[src/rtl/spim_pkg.sv]
package spim_pkg;
  typedef enum logic [1:0] {
    RATE_DIV_A = 2'd0,
    RATE_DIV_B = 2'd1,
    RATE_DIV_C = 2'd2,
    RATE_TMR   = 2'd3
  } rate_e;

  // half-period length in system clocks for a divider
  function automatic int half_of(input int divider);
    return divider / 2;
  endfunction
endpackage

[src/rtl/spim_rate.sv]
module spim_rate #(
  parameter int DIV_A = 4,
  parameter int DIV_B = 16,
  parameter int DIV_C = 64
) (
  input  logic       clk,
  input  logic       rst_n,
  input  logic       run,
  input  logic [1:0] rate_sel,
  input  logic       tmr_tick,
  output logic       half_tick
);
  import spim_pkg::*;

  localparam int MAXH = half_of(DIV_C);
  localparam int CW   = $clog2(MAXH + 1);

  logic [CW-1:0] cnt;
  logic [CW-1:0] lim;
  rate_e         rsel;

  assign rsel = rate_e'(rate_sel);

  always_comb begin
    unique case (rsel)
      RATE_DIV_A: lim = CW'(half_of(DIV_A) - 1);
      RATE_DIV_B: lim = CW'(half_of(DIV_B) - 1);
      default:    lim = CW'(half_of(DIV_C) - 1);
    endcase
  end

  always_comb begin
    if (rsel == RATE_TMR) half_tick = run & tmr_tick;
    else                  half_tick = run && (cnt >= lim);
  end

  always_ff @(posedge clk or negedge rst_n) begin
    if (!rst_n)                 cnt <= '0;
    else if (!run)              cnt <= '0;
    else if (rsel != RATE_TMR)  cnt <= half_tick ? '0 : cnt + 1'b1;
  end

  // a divider half-period is at least two clocks long
  p_div_gap_r2: assert property (@(posedge clk) disable iff (!rst_n)
    (half_tick && rsel != RATE_TMR) |=> (!half_tick || rsel == RATE_TMR));
endmodule

[src/rtl/spim_shift.sv]
module spim_shift #(
  parameter int W = 8
) (
  input  logic         clk,
  input  logic         rst_n,
  input  logic         start,
  input  logic [W-1:0] tx_data,
  input  logic         half_tick,
  input  logic         cpol,
  input  logic         early,
  input  logic         smp_end,
  input  logic         monitor,
  input  logic         sdi,
  output logic         busy,
  output logic         sck,
  output logic         sdo,
  output logic         byte_done,
  output logic [W-1:0] rx_byte
);
  localparam int HALVES = 2 * W;
  localparam int HW     = $clog2(HALVES);
  localparam logic [HW-1:0] LAST = HW'(HALVES - 1);

  logic [HW-1:0] hcnt;
  logic [W-1:0]  tx_sr, rx_sr, rx_nxt;
  logic          take;

  assign take      = half_tick && (hcnt[0] == smp_end);
  assign byte_done = half_tick && (hcnt == LAST);

  always_comb begin
    rx_nxt = rx_sr;
    if (take) rx_nxt = {rx_sr[W-2:0], sdi};
  end

  assign rx_byte = rx_nxt;
  assign sdo     = tx_sr[W-1];
  assign sck     = busy ? (cpol ^ (early ? hcnt[0] : ~hcnt[0])) : cpol;

  always_ff @(posedge clk or negedge rst_n) begin
    if (!rst_n) begin
      busy  <= 1'b0;
      hcnt  <= '0;
      tx_sr <= '1;
      rx_sr <= '0;
    end else begin
      rx_sr <= rx_nxt;
      if (start && !busy) begin
        busy  <= 1'b1;
        hcnt  <= '0;
        tx_sr <= tx_data;
      end else if (half_tick) begin
        hcnt <= hcnt + 1'b1;
        if (hcnt[0]) tx_sr <= {tx_sr[W-2:0], 1'b1};
        if (byte_done) begin
          hcnt <= '0;
          if (monitor) tx_sr <= '1;
          else         busy  <= 1'b0;
        end
      end
    end
  end

  // an exchange begins the cycle after an idle write
  p_start_r1: assert property (@(posedge clk) disable iff (!rst_n)
    (start && !busy) |=> (busy && sdo == $past(tx_data[W-1])));
  // serial clock rests at its idle level once a byte ends
  p_idle_after_r3: assert property (@(posedge clk) disable iff (!rst_n)
    (byte_done && !monitor) |=> (sck == cpol || $changed(cpol)));
endmodule

[src/rtl/spi_byte_master.sv]
module spi_byte_master #(
  parameter int W     = 8,
  parameter int DIV_A = 4,
  parameter int DIV_B = 16,
  parameter int DIV_C = 64
) (
  input  logic         clk,
  input  logic         rst_n,
  input  logic         cpol,
  input  logic         early,
  input  logic         smp_end,
  input  logic [1:0]   rate_sel,
  input  logic         tmr_tick,
  input  logic         monitor,
  input  logic         wr_en,
  input  logic [W-1:0] wr_data,
  input  logic         rd_en,
  input  logic         clr_flags,
  output logic [W-1:0] rd_data,
  output logic         buf_full,
  output logic         irq,
  output logic         busy,
  output logic         wcol,
  output logic         ovfl,
  output logic         sck,
  output logic         sdo,
  input  logic         sdi
);
  logic         half_tick;
  logic         byte_done;
  logic [W-1:0] rx_byte;

  spim_rate #(.DIV_A(DIV_A), .DIV_B(DIV_B), .DIV_C(DIV_C)) u_rate (
    .clk(clk), .rst_n(rst_n), .run(busy), .rate_sel(rate_sel),
    .tmr_tick(tmr_tick), .half_tick(half_tick)
  );

  spim_shift #(.W(W)) u_shift (
    .clk(clk), .rst_n(rst_n), .start(wr_en), .tx_data(wr_data),
    .half_tick(half_tick), .cpol(cpol), .early(early), .smp_end(smp_end),
    .monitor(monitor), .sdi(sdi), .busy(busy), .sck(sck), .sdo(sdo),
    .byte_done(byte_done), .rx_byte(rx_byte)
  );

  always_ff @(posedge clk or negedge rst_n) begin
    if (!rst_n) begin
      rd_data  <= '0;
      buf_full <= 1'b0;
      irq      <= 1'b0;
      wcol     <= 1'b0;
      ovfl     <= 1'b0;
    end else begin
      irq <= byte_done;
      if (clr_flags) begin
        wcol <= 1'b0;
        ovfl <= 1'b0;
      end
      if (wr_en && busy) wcol <= 1'b1;
      if (byte_done) begin
        buf_full <= 1'b1;
        if (buf_full && !rd_en) ovfl    <= 1'b1;
        else                    rd_data <= rx_byte;
      end else if (rd_en) begin
        buf_full <= 1'b0;
      end
    end
  end

  p_irq_single_r6: assert property (@(posedge clk) disable iff (!rst_n)
    irq |=> !irq);
  p_busy_fall_full_r6: assert property (@(posedge clk) disable iff (!rst_n)
    $fell(busy) |-> buf_full);
  p_wcol_set_r8: assert property (@(posedge clk) disable iff (!rst_n)
    (wr_en && busy) |=> wcol);
  p_rd_clear_r7: assert property (@(posedge clk) disable iff (!rst_n)
    (rd_en && !byte_done) |=> !buf_full);
  p_no_overflow_r9: assert property (@(posedge clk) disable iff (!rst_n)
    (byte_done && buf_full && !rd_en) |=> (ovfl && $stable(rd_data)));
endmodule

[config.mk]
export PLATFORM = sky130hd
export DESIGN_NAME = spi_byte_master
export DESIGN_NICKNAME = d
export VERILOG_FILES = /design/src/rtl/spim_pkg.sv /design/src/rtl/spim_rate.sv /design/src/rtl/spim_shift.sv /design/src/rtl/spi_byte_master.sv
export SDC_FILE = /design/constraint.sdc
export NUM_CORES = 1
export LEC_CHECK = 0
export CAP_MARGIN = 20
export CELL_PAD_IN_SITES_DETAIL_PLACEMENT = 1
export CELL_PAD_IN_SITES_GLOBAL_PLACEMENT = 1
export CORE_ASPECT_RATIO = 2
export CORE_UTILIZATION = 37
export DETAILED_ROUTE_END_ITERATION = 7
export GPL_ROUTABILITY_DRIVEN = 0
export MAX_ROUTING_LAYER = met4
export PLACE_DENSITY_LB_ADDON = 0.2
export SLEW_MARGIN = 20
export SYNTH_ARGS = -nofsm -noshare
export SYNTH_HDL_FRONTEND = slang
export SYNTH_SLANG_ARGS = --single-unit
[constraint.sdc]
create_clock -name clk -period 2 [get_ports clk]
set_input_delay 0.3 -clock clk [delete_from_list [all_inputs] [get_ports clk]]
set_output_delay 0.3 -clock clk [all_outputs]
set_load 0.02 [all_outputs]
# Word-level counts from Yosys, hierarchy flattened
# Cells that the tools add are included.
# Widths: inputs -> output; s select.
# totals
word_cells	66
regBits	39
in_bits	21
# op_classes
n_reduce_logical	15
muxes	27
bitwise_logic	4
n_eq_ne	7
order_cmp	1
add_sub_neg	2
# op_table
cell	n
$mux 8	6
$mux 6	3
$mux 1	14
$mux 4	3
$pmux 5 s2	1
$reduce_bool 2->1	4
$add 6x1->6 const B	1
$ge 6x5->1	1
$logic_and 1x1->1	6
$add 4x1->4 const B	1
$eq 4x4->1 const B	1
$ne 2x2->1 const B	2
$reduce_and 3->1	1
$eq 2x1->1 const B	1
$eq 2x2->1 const B	1
$logic_not 1->1	2
$logic_not 2->1	1
$ne 2x1->1 const B	1
$not 1->1	2
$reduce_and 2->1	1
$and 1x1->1	1
$eq 1x1->1	1
$xor 1x1->1	1

# Logic depth before layout (Yosys ltp)
# Gate-level depths: netlist (run 1).
# logic_depth
ltp_word	9
mapped_depth	8

# Modules after synthesis
# From an unflattened synthesis (run 1), not the netlist that was laid out.
# unflattened
cells_unflattened	174
hier_area_um2	2030.7
# by_module_without_submodules
module	seq_area_each_um2	area_per_inst_um2	instances	cells_each
spim_shift	535.5	1091.0	1	94
spi_byte_master	300.3	475.5	1	29
spim_rate	150.1	464.2	1	51

# Least setup slack after synthesis (run 1)
# Ideal clock, no wire load.
# synth_path
kind	flip-flop to flip-flop
startpoint	register u_rate.cnt[3]
endpoint	register rd_data[0]
synth_period_minus_slack_ps	1982
t_arrival_ps	1857
stages_incl_launch_ff	7
setup_slack_ps	18
t_required_ps	1875
cell_sequence	dfrtp_1 -> ha_1 -> nand4b_1 -> o221a_2 -> buf_6 -> nor3_4 -> mux2_2
# synth_via
elab_chain_len	5
word_cells_on_any_way	7
cone_classes	1 x order compare; 2 x mux; 4 x reduce/logical
# synth_rtl
item	line_no	source
start: declaration	spim_rate.sv:18	logic [CW-1:0] cnt;
start signal: assignment	spim_rate.sv:40	else if (rsel != RATE_TMR) cnt <= half_tick ? '0 : cnt + 1'b1;
$ge 6x5->1 (*)	spim_rate.sv:34	else half_tick = run && (cnt >= lim);
$logic_and 1x1->1 (*)	spim_rate.sv:34	
$mux 1 (*)	spim_rate.sv:33	if (rsel == RATE_TMR) half_tick = run & tmr_tick;
$logic_and 1x1->1, on equally long branches	spim_shift.sv:28, spim_shift.sv:29	
$mux 8 / $reduce_and 2->1 (equally long branches)	-	
end signal: assignment	spi_byte_master.sv:62	else rd_data <= rx_byte;
end: declaration	spi_byte_master.sv:19	output logic [W-1:0] rd_data,
# Mark *: on every way between the ends. The rest lies on a longest branch, timed or not.
# A chain may end at the register's enable or synchronous reset.

# Worst setup path after layout (run 1)
# layout_path
startpoint	register u_rate.cnt[4]
endpoint	register u_shift.hcnt[2]
# layout_via
elab_chain_len	7
word_cells_on_any_way	8
cone_classes	1 x order compare; 4 x mux; 3 x reduce/logical
# layout_rtl
item	line_no	source
$ge 6x5->1 (*)	spim_rate.sv:34	
$logic_and 1x1->1 (*)	spim_rate.sv:34	
$mux 1 (*)	spim_rate.sv:33	
$logic_and 1x1->1	spim_shift.sv:29	assign byte_done = half_tick && (hcnt == LAST);
$mux 4	spim_shift.sv:55	if (byte_done) begin
$mux 4	spim_shift.sv:52	end else if (half_tick) begin
$mux 4	spim_shift.sv:48	if (start && !busy) begin
end signal: assignment	spim_shift.sv:53	hcnt <= hcnt + 1'b1;
end: declaration	spim_shift.sv:24	logic [HW-1:0] hcnt;
# Mark *: on every way between the ends. The rest lies on a longest branch, timed or not. The select of a mux whose other input is x is not followed.

==> flow_summary.ini, run 1 <==
[floorplan]
core_area_sq_um = 5140
io_pins = 36
start_util_pct = 38.4
die_x_microns = 53.7
die_y_microns = 105
die_area_sq_um = 5650
rows = 37

[logic_synthesis]
yosys_warnings = 0
ys_seq_area_share_pct = 49.9
async_reset_ff_share_pct = 100
ys.flop_type = dfrtp_1
ys_seq_elements = 39
synthCells = 163
synth_fp_nets = 190
syn_area_sq_um = 1980
synth.distinct_cells = 39
postSynthAreaPerCell_sq_um = 12.1
synth-edff-count = 0

[finish]
fillers = 533
utilization_pct = 55.9
drive_gt1_share_pct = 38.3
nets = 248
num_antenna_cells = 0
syn2layout_area_growth_pct = 45.3

[sta]
timing.hold.ws_ns = 0.0621
setup_violations = 3
relSlewSlack_pct = 65.6
clock_skew_ns = 0.00668
max_freq_mhz = 495
period_share_pct = 101
layout_min_cycle_time_ns = 2.02
tns_ns = -0.0242
grt_setup_unrepaired = true
slew_viol_final = 0
layout_setup_ws_ns = -0.0199
tightest_slew_ns = 0.517
hold_viol_final = 0

[global_routing]
first_global_vias = 1823
grt_overflow_total = 0
grt_use_total_pct = 22.7
grt_max_degree = 40
grt_pass1_wl_microns = 8920
antenna_found_initial = 0

[clock_tree]
cts_hold_buf = 0
insertion_delay_ns = 0.29
cts_tree = done
numCtsBuffers = 5
cts_buffer_depth = 2
cts_root_buf = clkbuf_8
clk_pin_slew_ns = 0.08
htreeDepth = 2
clock_sinks = 39

[route]
wl_microns = 5670
ant_nets = 0
drc = 0
route.vias.total = 1542
avgViaCountPerCell = 5.51
wl_per_cell_microns = 20.2
drtPass1Iterations = 4
drtIter0Drc = 27

[setup_path]
critPathKind = reg2reg
r2r_end = u_shift.hcnt[2]$_DFFE_PN0P_
r2r_start = u_rate.cnt[4]$_DFFE_PN0P_
regToRegSetupSlack_ns = -0.02
cp.arrival_ns = 2.16
critPathLaunchType = flop
crit_fanout = 6
cp-startpoint = u_rate.cnt[4]$_DFFE_PN0P_
crit_path_end = u_shift.hcnt[2]$_DFFE_PN0P_
crit_path_end_kind = flop
worst_r2r_path_depth = 6
cp.required_ns = 2.14

[power]
total_power_w = 0.00380
p_leak_nw = 1.20
vdd_drop_max_mv = 0.775
power.density_nw_per_um2 = 1320

[run]
maxCapViolations = 0

[placed_design]
portBuffers = 35
dp_hpwl_microns = 4020
dp_slack_ns = -0.561

[worst_hold_path]
worstHoldPathType = in2async

[outcome]
outcome = complete, but fails checks
violations = negative setup slack
## power breakdown
| group | internal (W) | switching [W] |
|---|---|---|
| sequential | 0.00109 | 0.000261 |
| clock | 0.000499 | 0.000274 |
| combinational | 0.000966 | 0.000714 |
## worst max-delay path, cell delays in order (launching register included)
cell      delay, ns
dfrtp_2        0.45
ha_4           0.28
nand4b_1       0.13
o221a_4        0.32
buf_6          0.15
o311ai_0       0.38
o31ai_1        0.16
## worst min-delay path by stage
stage	startpoint	to	slack (ns)	cells past startpoint
after floorplan	rst_n	buf_full$_DFFE_PN0P_	0.004	0
after global placement	rst_n	wcol$_DFFE_PN0P_	0.37	2
after detailed placement	rst_n	u_rate.cnt[3]$_DFFE_PN0P_	0.39	2
after CTS	rst_n	u_rate.cnt[3]$_DFFE_PN0P_	0.08	2
after global routing	rst_n	u_rate.cnt[3]$_DFFE_PN0P_	0.10	2
final	rst_n	u_rate.cnt[3]$_DFFE_PN0P_	0.06	2
## Yosys cell counts, types with 5 or more instances
cell type	number	area share [%]
o221a_2	8	4.6
inv_1	6	1.1
nand2b_1	9	2.8
nand3_1	5	1.3
nand2_1	10	1.9
ha_1	6	3.8
mux2_2	24	14
dfrtp_1	31	39
a21oi_1	6	1.5
nor2_1	6	1.1
dfstp_2	8	11
## cell type report
class / count / area [sq um] / share of cell area [%]
clock inverters: 2 / 60.1 / 2.09
clock buffers: 6 / 72.6 / 2.53
well taps: 58 / 72.6 / 2.53
flip-flops and latches: 39 / 990 / 34.5
inverters: 6 / 22.5 / 0.784
repair buffers: 56 / 552 / 19.2
multi-input cells: 113 / 1100 / 38.4
## timing repair
action,in CTS,in global routing
pin swaps,7,8
gates resized for setup,8,34
setup endpoints to repair,36,29
buffers inserted,2,0
## stage by stage
step / area (sq um) / std cells
final: 2870 / 280
after global placement: 2540 / 270
after detailed placement: 2540 / 270
after CTS: 2730 / 280
after global routing: 2870 / 280
after floorplan: 1980 / 163
## cell usage in the layout (no fill, tap or decap), types with 2 or more instances in the layout
master / instances
a211oi_1: 2
a21oi_1: 5
a31oi_1: 2
and2_1: 2
buf_12: 3
buf_4: 14
buf_6: 4
bufinv_16: 2
clkbuf_8: 5
clkdlybuf4s50_1: 31
dfrtp_1: 28
dfrtp_2: 3
dfstp_2: 8
dlygate4sd2_1: 3
ha_1: 4
ha_4: 2
inv_1: 5
mux2_2: 8
mux2_4: 16
nand2_1: 10
nand2b_1: 8
nand3_1: 5
nand3b_1: 2
nand4b_1: 3
nor2_1: 5
nor3_4: 2
o21ai_0: 3
o221a_4: 7
o31ai_1: 2
xnor2_1: 4
## flip-flops by register name (all words and copies together) (netlist names)
register and flops:
u_shift.busy 1, u_shift.tx_sr 8, irq 1, wcol 1, ovfl 1, u_shift.rx_sr 8, u_shift.hcnt 4, u_rate.cnt 6
buf_full 1, rd_data 8
## routing by layer
metal,vias to the layer above,track usage [%],wire (microns)
met5,-,-,0
met4,0,9.77,176
met3,14,3.46,113
met2,28,42.0,3480
met1,784,21.1,1900
li1,716,-,-
## cells by family after synthesis
kind of cell    share of synthesized area [%]
compound gates                           13.8
mux                                      14.2
buf+inv                                  2.60
flops                                    49.9
simple gates                             13.1
fa+ha+maj                                3.80
xor+xnor                                 2.60
Power figures use the tool's default switching activity.
==> run 2, diff against run 1 <==
- CORE_MARGIN: default -> 4
- SYNTH_HIERARCHICAL: default -> 1
==> run 2 against run 1 <==
- the flow still finishes with violations (negative setup slack)
- highest routed layer unchanged
- clock skew grew 0.0018 ns
- sequential share of layout area shrank 0.35 points
- synthesized cell count grew 6.7%
- synthesized area grew 2.8%
- first-iteration DRC count shrank 7.4%
- critical path type unchanged
==> flow_summary.ini, run 2 <==
[outcome]
outcome = complete, but fails checks
violations = negative setup slack

[global_routing]
grt_max_degree = 40
antenna_found_initial = 0
grt_pass1_wl_microns = 9110
first_global_vias = 1870
grt_use_total_pct = 18.5
grt_overflow_total = 0

[logic_synthesis]
yosysMostFrequentCell = dfrtp_1
ys_seq_elements = 39
synth.distinct_cells = 47
yosys_warnings = 6
synth_top_area_share_pct = 38.2
postSynthAreaPerCell_sq_um = 11.7
synth_common_cells = dfrtp_1 (31), nor2_1 (14), nand2_1 (11)
ys_seq_area_share_pct = 48.6
synthCells = 174
synth_top_cell_by_area = dfrtp_1
netlist_top_cells_area = dfrtp_1 (38%), dfstp_2 (10%), mux2_4 (5.9%)
ys.flop_type = dfrtp_1
async_reset_ff_share_pct = 100
synth_fp_nets = 201
synth-edff-count = 0
syn_area_sq_um = 2030

[sta]
layout_min_cycle_time_ns = 2.07
clock_skew_ns = 0.00845
grt_setup_unrepaired = true
max_freq_mhz = 483
tightest_slew_ns = 0.274
period_share_pct = 104
setup_violations = 9
relSlewSlack_pct = 81.6
slew_viol_final = 0
hold_viol_final = 0
layout_setup_ws_ns = -0.0714
tns_ns = -0.555
timing.hold.ws_ns = 0.495

[setup_path]
worst_r2r_path_depth = 10
cp_slowest_cell = dfrtp_1
cp.arrival_ns = 2.27
slowest_delay_ns = 0.43
cp.required_ns = 2.20
r2r_start = u_rate/cnt[4]$_DFFE_PN0P_
crit_fanout = 3
regToRegSetupSlack_ns = -0.07
cp-startpoint = u_rate/cnt[4]$_DFFE_PN0P_
critPathLaunchType = flop
crit_path_end_kind = flop
path_buf_inv = 2
cp_cell_sequence = ha_4 > nand3_4 > nor2_4 > nor3_2 > nor2_2 > nand4_1 > clkinv_2 > buf_6 > a2bb2oi_2 > o31ai_2
r2r_end = u_shift/tx_sr[6]$_DFFE_PN1P_
critPathKind = reg2reg
crit_family = simple AND/OR/NAND/NOR gates

[finish]
syn2layout_area_growth_pct = 42.3
layout_common_cells = dfrtp_1 (31), clkdlybuf4s50_1 (31), buf_4 (21)
num_antenna_cells = 0
fillers = 565
drive_gt1_share_pct = 36.9
nets = 262
reg_top3 = rd_data (8), u_shift/rx_sr (8), u_shift/tx_sr (8)

[clock_tree]
insertion_delay_ns = 0.30
clk_pin_slew_ns = 0.08
numCtsBuffers = 5
cts_buffer_depth = 2
htreeDepth = 2
clock_sinks = 39
cts_root_buf = clkbuf_8
cts_tree = done

[floorplan]
start_util_pct = 38.8
core_area_sq_um = 5230
die_y_microns = 113
die_x_microns = 60.4
die_area_sq_um = 6810
rows = 37
io_pins = 36

[route]
drc = 0
ant_nets = 0
drtPass1Iterations = 4
route.vias.total = 1633
wl_microns = 5560
drtIter0Drc = 25
avgViaCountPerCell = 5.55
wl_per_cell_microns = 18.9

[power]
p_leak_nw = 1.34
vdd_drop_max_mv = 0.786
total_power_w = 0.00351
power.density_nw_per_um2 = 1210

[placed_design]
dp_slack_ns = -0.687
dp_hpwl_microns = 4080
portBuffers = 35

[run]
maxCapViolations = 0

[worst_hold_path]
hold_end = u_shift/tx_sr[0]$_DFFE_PN1P_
worstHoldPathType = in2reg
hp-start = wr_data[0]
hold_depth = 3
## run 2: changes by cell type after synthesis, moves of 3 or more
cell      previous run  this run
a211oi_1             2         5
a21o_1               0         6
a311oi_1             0         6
mux2_2              24         8
mux2_4               0         8
mux2i_1              1         7
nand2b_1             9         2
nor2_1               6        14
o221a_2              8         0
## run 2: cells by family after synthesis
family	count (synthesis)	synth area share, %
AND/OR/NAND/NOR	53	14.7
flip-flops	39	48.6
AO/OA/AOI/OAI	35	12.8
multiplexers	23	13.8
buffers and inverters	14	4.31
adder cells (fa/ha/maj)	6	3.70
XOR/XNOR	4	2.10
## run 2: worst max path at each step
stage | end | slack (ns) | cells past startpoint
floorplan | rd_data[0]$_DFFE_PN0P_ | -0.05 | 8
global placement | rd_data[1]$_DFFE_PN0P_ | -0.57 | 10
detailed placement | rd_data[3]$_DFFE_PN0P_ | -0.69 | 10
CTS | rd_data[1]$_DFFE_PN0P_ | -0.08 | 8
global route | rd_data[1]$_DFFE_PN0P_ | -0.19 | 9
finish | u_shift/tx_sr[6]$_DFFE_PN1P_ | -0.07 | 10
## run 2: area by class of cell
cell class              instances  area (sq um)  area share, %
repair buffers                 62           583           20.2
clock inverters                 3          43.8           1.52
inverters                       6          23.8          0.823
flip-flops and latches         39           986           34.1
well taps                      58          72.6           2.51
clock buffers                   5          68.8           2.38
multi-input cells             121          1110           38.5
## run 2: power by group
| group | internal, W | leakage, nW | switching, W |
|---|---|---|---|
| Sequential | 0.00110 | 0.488 | 0.000237 |
| Combinational | 0.000840 | 0.798 | 0.000665 |
| Clock | 0.000372 | 0.0581 | 0.000302 |
| Total | 0.00231 | 1.34 | 0.00120 |
## run 2: per-layer routing
layer	vias to the layer above	track usage, %	wire [microns]
li1	752	-	-
met1	830	18.0	1870
met2	39	34.2	3320
met3	12	3.20	203
met4	0	7.25	167
met5	-	-	0
## run 2: worst min-delay path: stages
cell	delay, ns
clkdlybuf4s50_1	0.39
inv_1	0.05
a21oi_1	0.05
## run 2: metrics by stage
step,cells,instance area (sq um),utilization [%]
2_1_floorplan,174,2100,-
3_3_place_gp,279,2620,50.1
3_5_place_dp,279,2620,50.1
4_1_cts,292,2830,54.1
5_1_grt,294,2890,55.2
6_report,294,2890,55.2
## run 2: timing repair
item                       4_1_cts  5_1_grt
hold buffers                     1        0
pin swaps                        6       12
buffers inserted                 4        2
resized for setup               14       12
hold endpoints to repair        31        0
setup endpoints to repair       35       25
